## src/rtl/agen_pkg.sv

```systemverilog
package agen_pkg;

  localparam int WIN_CODE_W = 2;
  localparam int WIN_OFF_W  = 3;

  typedef enum logic {
    AG_IDLE = 1'b0,
    AG_RUN  = 1'b1
  } ag_state_e;

  // window mask for a code: size 2^code, mask = size-1
  function automatic logic [WIN_OFF_W-1:0] win_mask(input logic [WIN_CODE_W-1:0] code);
    logic [WIN_OFF_W-1:0] m;
    case (code)
      2'd0:    m = 3'b000;
      2'd1:    m = 3'b001;
      2'd2:    m = 3'b011;
      default: m = 3'b111;
    endcase
    return m;
  endfunction

endpackage

```

## src/rtl/agen_win_decode.sv

```systemverilog
module agen_win_decode
  import agen_pkg::*;
(
  input  logic                  hold_en,
  input  logic [WIN_CODE_W-1:0] win_code,
  output logic                  hold,
  output logic [WIN_OFF_W-1:0]  mask
);

  always_comb begin
    hold = hold_en;
    mask = hold_en ? win_mask(win_code) : '1;
  end

endmodule

```

## src/rtl/agen_seq.sv

```systemverilog
module agen_seq
  import agen_pkg::*;
#(
  parameter int LW = 16
) (
  input  logic          clk,
  input  logic          rst_n,
  input  logic          start,
  input  logic [LW-1:0] len_in,
  input  logic          ready,
  output logic          valid,
  output logic          done,
  output logic          load,
  output logic          step
);

  ag_state_e     state_q;
  logic [LW-1:0] rem_q;
  logic          done_q;

  assign valid = (state_q == AG_RUN);
  assign load  = start && (state_q == AG_IDLE);
  assign step  = valid && ready;
  assign done  = done_q;

  always_ff @(posedge clk) begin
    if (!rst_n) begin
      state_q <= AG_IDLE;
      rem_q   <= '0;
      done_q  <= 1'b0;
    end else begin
      done_q <= 1'b0;
      case (state_q)
        AG_IDLE: begin
          if (start) begin
            if (len_in == '0) begin
              done_q <= 1'b1;
            end else begin
              state_q <= AG_RUN;
              rem_q   <= len_in;
            end
          end
        end
        AG_RUN: begin
          if (step) begin
            rem_q <= rem_q - LW'(1);
            if (rem_q == LW'(1)) begin
              state_q <= AG_IDLE;
              done_q  <= 1'b1;
            end
          end
        end
        default: state_q <= AG_IDLE;
      endcase
    end
  end

endmodule

```

## src/rtl/agen_offset.sv

```systemverilog
module agen_offset
  import agen_pkg::*;
#(
  parameter int AW           = 32,
  parameter bit HOLD_SUPPORT = 1'b1
) (
  input  logic                 clk,
  input  logic                 rst_n,
  input  logic                 load,
  input  logic                 step,
  input  logic                 hold_in,
  input  logic [WIN_OFF_W-1:0] mask_in,
  output logic [AW-1:0]        offset,
  output logic                 hold_q,
  output logic [WIN_OFF_W-1:0] mask_q
);

  logic [AW-1:0] off_q;
  logic [AW-1:0] off_next;

  generate
    if (HOLD_SUPPORT) begin : g_hold
      logic [WIN_OFF_W-1:0] win_next;
      logic                 hold_r;
      logic [WIN_OFF_W-1:0] mask_r;

      assign win_next = (off_q[WIN_OFF_W-1:0] + WIN_OFF_W'(1)) & mask_r;
      assign off_next = hold_r ? {{(AW-WIN_OFF_W){1'b0}}, win_next}
                               : off_q + AW'(1);

      always_ff @(posedge clk) begin
        if (!rst_n) begin
          hold_r <= 1'b0;
          mask_r <= '1;
        end else if (load) begin
          hold_r <= hold_in;
          mask_r <= mask_in;
        end
      end

      assign hold_q = hold_r;
      assign mask_q = mask_r;
    end else begin : g_linear
      assign off_next = off_q + AW'(1);
      assign hold_q   = 1'b0;
      assign mask_q   = '1;
    end
  endgenerate

  always_ff @(posedge clk) begin
    if (!rst_n) begin
      off_q <= '0;
    end else if (load) begin
      off_q <= '0;
    end else if (step) begin
      off_q <= off_next;
    end
  end

  assign offset = off_q;

endmodule

```

## src/rtl/dma_addr_hold_gen.sv

```systemverilog
module dma_addr_hold_gen
  import agen_pkg::*;
#(
  parameter int AW = 32,
  parameter int LW = 16
) (
  input  logic                  clk,
  input  logic                  rst_n,
  input  logic                  start,
  input  logic [AW-1:0]         cfg_base,
  input  logic [LW-1:0]         cfg_len,
  input  logic                  cfg_hold_en,
  input  logic [WIN_CODE_W-1:0] cfg_win_code,
  output logic                  addr_valid,
  input  logic                  addr_ready,
  output logic [AW-1:0]         addr_out,
  output logic                  done
);

  logic                 load;
  logic                 step;
  logic                 dec_hold;
  logic [WIN_OFF_W-1:0] dec_mask;
  logic [AW-1:0]        offset;
  logic                 hold_q;
  logic [WIN_OFF_W-1:0] mask_q;
  logic [AW-1:0]        base_q;

  agen_win_decode u_dec (
    .hold_en  (cfg_hold_en),
    .win_code (cfg_win_code),
    .hold     (dec_hold),
    .mask     (dec_mask)
  );

  agen_seq #(.LW(LW)) u_seq (
    .clk    (clk),
    .rst_n  (rst_n),
    .start  (start),
    .len_in (cfg_len),
    .ready  (addr_ready),
    .valid  (addr_valid),
    .done   (done),
    .load   (load),
    .step   (step)
  );

  agen_offset #(.AW(AW), .HOLD_SUPPORT(1'b1)) u_off (
    .clk     (clk),
    .rst_n   (rst_n),
    .load    (load),
    .step    (step),
    .hold_in (dec_hold),
    .mask_in (dec_mask),
    .offset  (offset),
    .hold_q  (hold_q),
    .mask_q  (mask_q)
  );

  always_ff @(posedge clk) begin
    if (!rst_n) begin
      base_q <= '0;
    end else if (load) begin
      base_q <= cfg_base;
    end
  end

  assign addr_out = base_q + offset;

endmodule

```

## config.mk

```make
export PLATFORM = sky130hd
export DESIGN_NAME = dma_addr_hold_gen
export DESIGN_NICKNAME = d
export VERILOG_FILES = /design/src/rtl/agen_pkg.sv /design/src/rtl/agen_win_decode.sv /design/src/rtl/agen_seq.sv /design/src/rtl/agen_offset.sv /design/src/rtl/dma_addr_hold_gen.sv
export SDC_FILE = /design/constraint.sdc
export NUM_CORES = 1
export LEC_CHECK = 0
export CAP_MARGIN = 0
export CORE_ASPECT_RATIO = 0.75
export CORE_MARGIN = 10
export CORE_UTILIZATION = 40
export DETAILED_ROUTE_END_ITERATION = 7
export PLACE_DENSITY = 0.72
export SLEW_MARGIN = 20
export SYNTH_ARGS = -nofsm -noshare
export SYNTH_HDL_FRONTEND = slang
export SYNTH_SLANG_ARGS = --single-unit
```

## constraint.sdc

```tcl
create_clock -name clk -period 7.8 [get_ports clk]
set_input_delay 1.17 -clock clk [delete_from_list [all_inputs] [get_ports clk]]
set_output_delay 1.17 -clock clk [all_outputs]
set_load 0.005 [all_outputs]
```

==> reports/qor.yml, run 1 <==
yosys:
  synth_ff_type: "dfxtp_1"
  syn-num-nets: 846
  yosys_warnings: 0
  synth_edf_count: 0
  synthesis.area_um2: 5870
  syn_inst: 756
  yosys.cell_types.count: 77
  postSynthAreaPerCell_um2: 7.76
  ys_seq_elements: 86
  synth_xor_area_frac: 0.0657
  synth_top_family_by_area: "simple AND/OR/NAND/NOR gates"
  synthMuxAreaShare: 0.0122
  synth_fa_ha_area_frac: 0.0759
  synth-async-reset-ratio: 0
  yosys.area_share.simple: 0.255
  yosysSeqAreaShare: 0.293
  synth_compound_area_frac: 0.255
sta:
  rsz0062_at_grt: "false"
  finalCritPeriodShare: 0.608
  finClkSkew_ns: 0.00851
  fin_crit_ns: 4.74
  worstMarginPinSlew_ns: 0.973
  fmax_mhz: 211
  relSlewSlack: 0.351
  finalHoldViolCount: 0
  slew_viol_final: 0
  finalSetupViolCount: 0
  tns_ns: 0
clock_network:
  clock_sinks: 86
  hold_buffers: 0
  cts_buffer_depth: 2
  clock-root-buffer: "clkbuf_16"
  clkTransAtPathRegs_ns: 0.07
  clock_latency_ns: 0.34
  numCtsBuffers: 9
  cts_tree: "yes"
  ctsResizeCount: 0
  htree_levels: 3
  post_cts_buffers: 0
global_routing:
  grt_pass1_vias: 5193
  gr-usage-all-layers: 0.154
  grt_max_degree: 56
  grt_pass1_wl_mm: 26.2
  grt_overflow_total: 0
  antenna_found_initial: 0
place:
  gp_congestion: 0.935
  dp_hpwl_mm: 11.5
  placed_area_um2: 6860
  numPortBuffers: 88
setup_path:
  crit_path_end: "addr_out[30]"
  r2r_start: "u_seq.valid"
  crit_path_cell_trace: "ha_1 -> fa_1 -> a21o_1 -> a221oi_2 -> o21bai_2 -> o221a_4 -> a41o_1 -> a211oi_2 -> clkdlybuf4s50_1"
  r2r_end: "u_off.offset[31]"
  critPathMaxFanout: 6
  slowest_stage: "clkdlybuf4s50_1"
  worst_setup_path_start_kind: "register"
  crit_required_ns: 6.63
  startpoint: "u_off.offset[0]"
  criticalPathCategory: "reg -> out"
  worstPathArrival_ns: 3.57
  r2r_cells: 7
  worst-path-stages: 9
  cp_slowest_stage_delay_ns: 0.54
  path_delay_family: "compound AO/OA/AOI/OAI gates"
  crit_path_end_kind: "output pin"
  cp.buffers_inverters: 1
  r2r_slack_ns: 5.28
finish:
  drive_gt1_frac: 0.0487
  layout_commonest_cell: "nand2_1"
  final_cell_mix: "nand2_1 (121), clkdlybuf4s50_1 (88), dfxtp_1 (86)"
  design_area_um2: 7190
  area_growth_pct: 22.6
  diodes: 0
  nets: 907
die:
  die_area_um2: 20000
  ios: 89
  start_util: 0.407
  die_y_um: 125
  core_um2: 14400
  die_x_um: 160
  row_count: 38
power:
  p_leak_nw: 2.72
  vdd_drop_max_mv: 0.116
  powerDensity_nw_per_um2: 163
route:
  first_pass_iters: 5
  drtIter0Drc: 341
  ant_nets: 0
  vias: 5584
  wl_mm: 15.7
  post-route-drc-count: 0
  viasPerCell: 5.47
  avgRoutedWirePerCell_um: 15.4
job:
  cap_violations: 0
outcome:
  run_status: "complete, no violations"
worst_hold_path:
  min_path_type: "reg -> reg"
[per-layer routing]
metal	track usage	wire, um	vias up
met5	0	0	-
li1	-	-	2831
met2	0.217	6390	175
met4	0.0313	115	0
met1	0.228	8310	2561
met3	0.0360	894	17
[per-stage QoR]
step / cells / hold slack, ns / power (mW) / utilization / setup slack (ns)
global placement: 1006 / 0.458 / 0.687 / 0.476 / 3.57
finish: 1021 / 0.468 / 1.17 / 0.499 / 3.06
detailed placement: 1006 / 0.463 / 0.690 / 0.476 / 3.48
global route: 1021 / 0.489 / 1.23 / 0.499 / 2.93
floorplan: 756 / 0.447 / 0.606 / - / 4.29
CTS: 1021 / 0.472 / 1.18 / 0.499 / 3.10
[power by group]
part,total [mW],internal (mW),switching (mW)
combinational,0.206,0.0983,0.108
sequential,0.474,0.459,0.0153
clock,0.492,0.311,0.181
[cell type report]
cell class                      instances  area (um^2)
Clock buffer                            9          225
Multi-Input combinational cell        608         3900
Fill cell                            1412         7210
Timing Repair Buffer                   92          911
Sequential cell                        86         1720
Clock inverter                          6          111
Inverter                               20         75.1
Tap cell                              200          250
[worst reg2reg max path, cell delays in order, from the launching register on]
cell	delay, ns
dfxtp_1	0.31
buf_4	0.39
nand2_1	0.25
nor2_1	0.41
nand3_1	0.41
nor4_1	0.37
xnor2_1	0.17
nor2_1	0.05
[logic make-up (layout without fill, tap and decap cells)]
logic type,count (synthesis),after routing
adders and majority gates,35,35
buffers and inverters,62,127
and+or+nand+nor,311,311
DFF,86,86
xor gates and xnor gates,44,44
AOI/OAI and AO/OA,211,211
muxes,7,7
[synthesized netlist by cell type (all sizes together), types with 6 or more instances]
cell type    n  area [um^2]
nand2      121          454
dfxtp       86         1720
nor2        54          203
a21oi       47          250
a21boi      46          345
o21ai       43          223
ha          34          425
clkbuf      30          113
xnor2       27          236
nor3        22          110
inv         20         75.1
nand3       20          105
xor2        17          149
and2        16          100
and3        13         81.3
buf         12         66.3
nand4       12         75.1
or3         12         75.1
nor2b       11         68.8
nor4        11         75.1
a31oi       10         62.6
a211oi       7         67.6
a21o         6         45.0
mux2i        6         60.1
o211ai       6         45.0
[sequential cells by signal, indices dropped and copies added, names as in the netlist]
name / cells
base_q: 32
u_off.offset: 32
u_seq.rem_q: 16
u_off.mask_q: 3
u_off.hold_q: 1
u_seq.done: 1
u_seq.valid: 1
[how the worst min path moves through the flow]
stage | start | to | slack (ns) | cells after the start
floorplan | base_q[28] | base_q[28] | 0.45 | 2
global placement | base_q[21] | base_q[21] | 0.46 | 2
detailed placement | base_q[21] | base_q[21] | 0.46 | 2
CTS | base_q[21] | base_q[21] | 0.47 | 2
global route | base_q[23] | base_q[23] | 0.49 | 2
finish | base_q[21] | base_q[21] | 0.47 | 2
Power figures use the tool's default switching activity.
==> run 2, diff against run 1 <==
- PLACE_DENSITY: 0.72 -> 0.74
- clock period: 7.8 -> 4.2 ns (I/O delays scaled with it)
==> run 2 against run 1 <==
Against the previous run: die area stayed put; register-to-register slack lost 3.3 ns; final area rose by 0.87%; via count shrank 0.68%; routed wire length is 0.71% lower; global-route usage about the same; combinational power increased by 85%; first-iteration DRC count grew 24%; critical path type unchanged; largest power group unchanged.
==> reports/qor.yml, run 2 (synthesis gave the netlist of run 1 again) <==
outcome:
  run_status: "complete, no violations"  # unchanged
die:
  row_count: 38  # unchanged
  core_um2: 14400  # unchanged
  die_y_um: 125  # unchanged
  ios: 89  # unchanged
  die_x_um: 160  # unchanged
  start_util: 0.407  # unchanged
  die_area_um2: 20000  # unchanged
finish:
  design_area_um2: 7260  # was 7190 um^2
  drive_gt1_frac: 0.0534  # was 0.0487
  layout_commonest_cell: "nand2_1"  # unchanged
  nFillCells: 1363  # was 1412
  final_cell_mix: "nand2_1 (121), clkdlybuf4s50_1 (88), dfxtp_1 (86)"  # unchanged
  nets: 909  # was 907
  area_growth_pct: 23.7  # was 22.6%
  instances_no_fill: 1024  # was 1021
  diodes: 0  # unchanged
global_routing:
  antenna_found_initial: 0  # unchanged
  grt_pass1_vias: 5195  # was 5193
  grt_max_degree: 55  # was 56
  grt_pass1_wl_mm: 26.3  # was 26.2 mm
  gr-usage-all-layers: 0.154  # about the same
  grt_overflow_total: 0  # unchanged
sta:
  finalCritPeriodShare: 0.971
  fmax_mhz: 245
  relSlewSlack: 0.338  # was 0.351
  slew_viol_final: 0  # unchanged
  rsz0062_at_grt: "true"  # was false
  finClkSkew_ns: 0.0111  # was 0.00851 ns
  worstMarginPinSlew_ns: 0.993  # was 0.973 ns
  finalHoldViolCount: 0  # unchanged
  fin_crit_ns: 4.08
  finalSetupViolCount: 0  # unchanged
route:
  wl_mm: 15.6  # was 15.7 mm
  ant_nets: 0  # unchanged
  post-route-drc-count: 0  # unchanged
  viasPerCell: 5.42  # was 5.47
  drtIter0Drc: 423  # was 341
  vias: 5546  # was 5584
  avgRoutedWirePerCell_um: 15.2  # was 15.4 um
  first_pass_iters: 5  # unchanged
setup_path:
  worstPathArrival_ns: 3.45  # was 3.57 ns
  criticalPathCategory: "reg -> out"  # unchanged
  crit_path_end_kind: "output pin"  # unchanged
  crit_required_ns: 3.57  # was 6.63 ns
  worst_setup_path_start_kind: "register"  # unchanged
  critPathMaxFanout: 6  # unchanged
clock_network:
  post_cts_buffers: 0  # unchanged
  clock_sinks: 86  # unchanged
  cts_buffer_depth: 2  # unchanged
  numCtsBuffers: 9  # unchanged
  clkTransAtPathRegs_ns: 0.07  # about the same
  cts_tree: "yes"  # unchanged
  htree_levels: 3  # unchanged
  clock_latency_ns: 0.34  # about the same
  clock-root-buffer: "clkbuf_16"  # unchanged
  hold_buffers: 0  # unchanged
place:
  place_inst: 1008  # was 1006
  gp_congestion: 0.905  # was 0.935
  dp_hpwl_mm: 11.6  # was 11.5 mm
  placed_area_um2: 6870  # was 6860 um^2
  numPortBuffers: 88  # unchanged
power:
  vdd_drop_max_mv: 0.252  # was 0.116 mV
  p_leak_nw: 2.74  # was 2.72 nW
  powerDensity_nw_per_um2: 310  # was 163 nW/um^2
job:
  cap_violations: 0  # unchanged
worst_hold_path:
  min_path_type: "reg -> reg"  # unchanged
==> run 2: metrics by stage <==
| stage | util | total power [mW] | setup TNS (ns) | setup slack (ns) | hold WS [ns] |
|---|---|---|---|---|---|
| 2_1_floorplan | - | 1.13 | 0 | 1.23 | 0.447 |
| 3_3_place_gp | 0.477 | 1.28 | 0 | 0.510 | 0.457 |
| 3_5_place_dp | 0.477 | 1.28 | 0 | 0.450 | 0.465 |
| 4_1_cts | 0.502 | 2.27 | 0 | 0.0638 | 0.474 |
| 5_1_grt | 0.504 | 2.35 | -0.0349 | -0.0349 | 0.500 |
| 6_report | 0.504 | 2.25 | 0 | 0.124 | 0.471 |
==> run 2: repair_timing <==
action                                 4_1_cts  5_1_grt
endpoints found under the hold margin        0        0
resized for setup                            0        2
setup endpoints to repair                    0        4
==> run 2: area by class of cell <==
type	count	area, um^2	area share
repair buffers	94	926	0.128
well taps	200	250	0.0345
inverters	20	75.1	0.0103
clock inverters	7	146	0.0202
multi-input cells	608	3910	0.539
clock buffers	9	225	0.0310
flip-flops and latches	86	1720	0.237
==> run 2: path summary, 6_finish.rpt <==
| check | start | endpoint | slack (ns) | cells past startpoint |
|---|---|---|---|---|
| worst max-delay path | u_off.offset[0] | addr_out[30] | 0.12 | 9 |
| worst min-delay path | base_q[15] | base_q[15] | 0.47 | 2 |
| worst max register to register | u_seq.valid | u_off.offset[16] | 2.02 | 5 |
| worst min register to register | base_q[15] | base_q[15] | 0.47 | 2 |
==> run 2: report_power, final <==
| part | leakage (nW) | total (mW) | internal, mW | switching (mW) |
|---|---|---|---|---|
| clock network | 0.180 | 0.983 | 0.644 | 0.338 |
| registers | 0.701 | 0.882 | 0.852 | 0.0297 |
| logic | 1.86 | 0.381 | 0.183 | 0.198 |
==> run 2: per-layer routing <==
layer	wire (um)	track usage
met2	6480	0.218
met1	8150	0.229
met5	0	0
met4	53	0.0248
met3	916	0.0386
==> run 2: worst max-delay path: stages (launching register included) <==
cell and delay (ns):
dfxtp_1 0.35, ha_1 0.24, fa_1 0.40, a21o_1 0.24, a221oi_4 0.34, o21bai_2 0.20
o221a_4 0.32, a41o_1 0.28, a211oi_2 0.20, clkdlybuf4s50_1 0.54
==> run 3, diff against run 2 <==
- CORE_MARGIN: 10 -> 5
==> run 3 against run 2 <==
Against the previous run: combinational power barely moved; non-clock buffer count grew 1; clock power shrank 18%; global-route usage rose by 1.9 points; critical endpoint unchanged; critical path depth unchanged; highest routed layer unchanged; sequential power is 0.5% higher; clock skew is 0.0016 ns lower; maximum frequency rose by 0.75%; worst hold slack worse by 0.0028 ns; first-iteration DRC count fell by 16%.
==> reports/qor.yml, run 3 (synthesis gave the netlist of run 1 again) <==
clock_network:
  cts_buffer_depth: 2  # unchanged
  clock-root-buffer: "clkbuf_16"  # unchanged
  htree_levels: 3  # unchanged
  numCtsBuffers: 9  # unchanged
  ctsResizeCount: 0  # unchanged
  hold_buffers: 0  # unchanged
  clock_latency_ns: 0.34  # about the same
  clock_sinks: 86  # unchanged
  cts_tree: "yes"  # unchanged
  post_cts_buffers: 0  # unchanged
  clkTransAtPathRegs_ns: 0.06  # was 0.07 ns
sta:
  finalHoldViolCount: 0  # unchanged
  tns_ns: 0  # unchanged
  rsz0062_at_grt: "false"  # was true
  worstMarginPinSlew_ns: 0.953  # was 0.993 ns
  finalCritPeriodShare: 0.963  # was 0.971
  relSlewSlack: 0.365  # was 0.338
  fin_crit_ns: 4.05  # was 4.08 ns
  fmax_mhz: 247  # was 245 MHz
  finalSetupViolCount: 0  # unchanged
  finClkSkew_ns: 0.00950  # was 0.0111 ns
  slew_viol_final: 0  # unchanged
setup_path:
  criticalPathCategory: "reg -> out"  # unchanged
  cp_slowest_stage_delay_ns: 0.53  # was 0.54 ns
  worstPathArrival_ns: 3.42  # was 3.45 ns
  crit_path_cell_trace: "ha_1 -> fa_1 -> a21o_1 -> a221oi_4 -> o21bai_2 -> o221a_4 -> a41o_1 -> a211oi_2 -> clkdlybuf4s50_1"  # unchanged
  worst_setup_path_start_kind: "register"  # unchanged
  slowest_stage: "clkdlybuf4s50_1"  # unchanged
  critPathMaxFanout: 6  # unchanged
  crit_path_end_kind: "output pin"  # unchanged
  crit_required_ns: 3.57  # about the same
finish:
  drive_gt1_frac: 0.0510  # was 0.0534
  area_growth_pct: 22.5  # was 23.7%
  nets: 910  # was 909
  final_cell_mix: "nand2_1 (121), clkdlybuf4s50_1 (88), dfxtp_1 (86)"  # unchanged
  instances_no_fill: 1024  # unchanged
  layout_commonest_cell: "nand2_1"  # unchanged
  diodes: 0  # unchanged
die:
  start_util: 0.407  # unchanged
  ios: 89  # unchanged
  die_y_um: 115  # was 125 um
  die_area_um2: 17200  # was 20000 um^2
  die_x_um: 150  # was 160 um
  row_count: 38  # unchanged
  core_um2: 14400  # unchanged
route:
  vias: 5515  # was 5546
  wl_mm: 15.0  # was 15.6 mm
  viasPerCell: 5.39  # was 5.42
  ant_nets: 0  # unchanged
  avgRoutedWirePerCell_um: 14.7  # was 15.2 um
  drtIter0Drc: 354  # was 423
  first_pass_iters: 4  # was 5
  post-route-drc-count: 0  # unchanged
global_routing:
  gr-usage-all-layers: 0.173  # was 0.154
  grt_pass1_vias: 4953  # was 5195
  grt_max_degree: 56  # was 55
  grt_overflow_total: 0  # unchanged
  antenna_found_initial: 0  # unchanged
  grt_pass1_wl_mm: 24.6  # was 26.3 mm
power:
  vdd_drop_max_mv: 0.208  # was 0.252 mV
  p_total_mw: 2.07  # was 2.25 mW
  powerDensity_nw_per_um2: 289  # was 310 nW/um^2
  p_leak_nw: 2.72  # was 2.74 nW
job:
  cap_violations: 0  # unchanged
place:
  numPortBuffers: 88  # unchanged
  place_inst: 1009  # was 1008
  gp_congestion: 0.984  # was 0.905
  dp_hpwl_mm: 11.0  # was 11.6 mm
worst_hold_path:
  min_path_type: "reg -> reg"  # unchanged
outcome:
  run_status: "complete, no violations"  # unchanged
==> run 3: cell types whose count changed in the layout (fill, tap and decap cells not counted) <==
cell	change
a31oi_2	-1
a31oi_1	+1
bufinv_16	-3
buf_4	+1
clkinv_2	+1
clkbuf_8	+2
clkbuf_1	+1
clkinv_4	-2
==> run 3: worst paths after layout <==
path	slack, ns	to	cells after the start	startpoint
worst max-delay path	0.15	addr_out[30]	9	u_off.offset[0]
worst min-delay path	0.47	base_q[0]	2	base_q[0]
worst min register to register	0.47	base_q[0]	2	base_q[0]
worst max register to register	1.37	u_off.offset[16]	6	u_seq.valid
==> run 3: power breakdown <==
| group | internal, mW | switching, mW |
|---|---|---|
| Clock | 0.490 | 0.319 |
| Combinational | 0.184 | 0.194 |
| Sequential | 0.853 | 0.0332 |
| Total | 1.53 | 0.546 |
==> run 3: cell type report <==
class	count	area (um^2)
tap	200	250
sequential	86	1720
inverter	20	75.1
timing repair buffer	95	933
multi-input combinational	608	3910
fill	1403	7220
clock buffer	12	256
clock inverter	3	43.8
==> run 3: per-layer routing <==
| layer | vias up | global-route usage | wire length, um |
|---|---|---|---|
| met5 | - | 0 | 0 |
| met4 | 0 | 0.0420 | 140 |
| met3 | 15 | 0.0422 | 997 |
| met2 | 163 | 0.250 | 6130 |
| met1 | 2490 | 0.257 | 7760 |
| li1 | 2847 | - | - |
==> run 3: metrics by stage <==
stage / utilization / hold slack, ns / setup WS, ns / cell area [um^2]
2_1_floorplan: - / 0.447 / 1.23 / 5870
3_3_place_gp: 0.477 / 0.459 / 0.518 / 6870
3_5_place_dp: 0.477 / 0.465 / 0.480 / 6870
4_1_cts: 0.498 / 0.474 / 0.100 / 7170
5_1_grt: 0.499 / 0.490 / 0.00843 / 7190
6_report: 0.499 / 0.468 / 0.154 / 7190
==> run 3: worst max-delay path: cells and delay by family (launching register included) <==
| kind | cells | cell delay (ns) |
|---|---|---|
| adder cells (fa/ha/maj) | 2 | 0.65 |
| buffers and inverters | 1 | 0.53 |
| flip-flops | 1 | 0.35 |
| AO/OA/AOI/OAI | 6 | 1.55 |
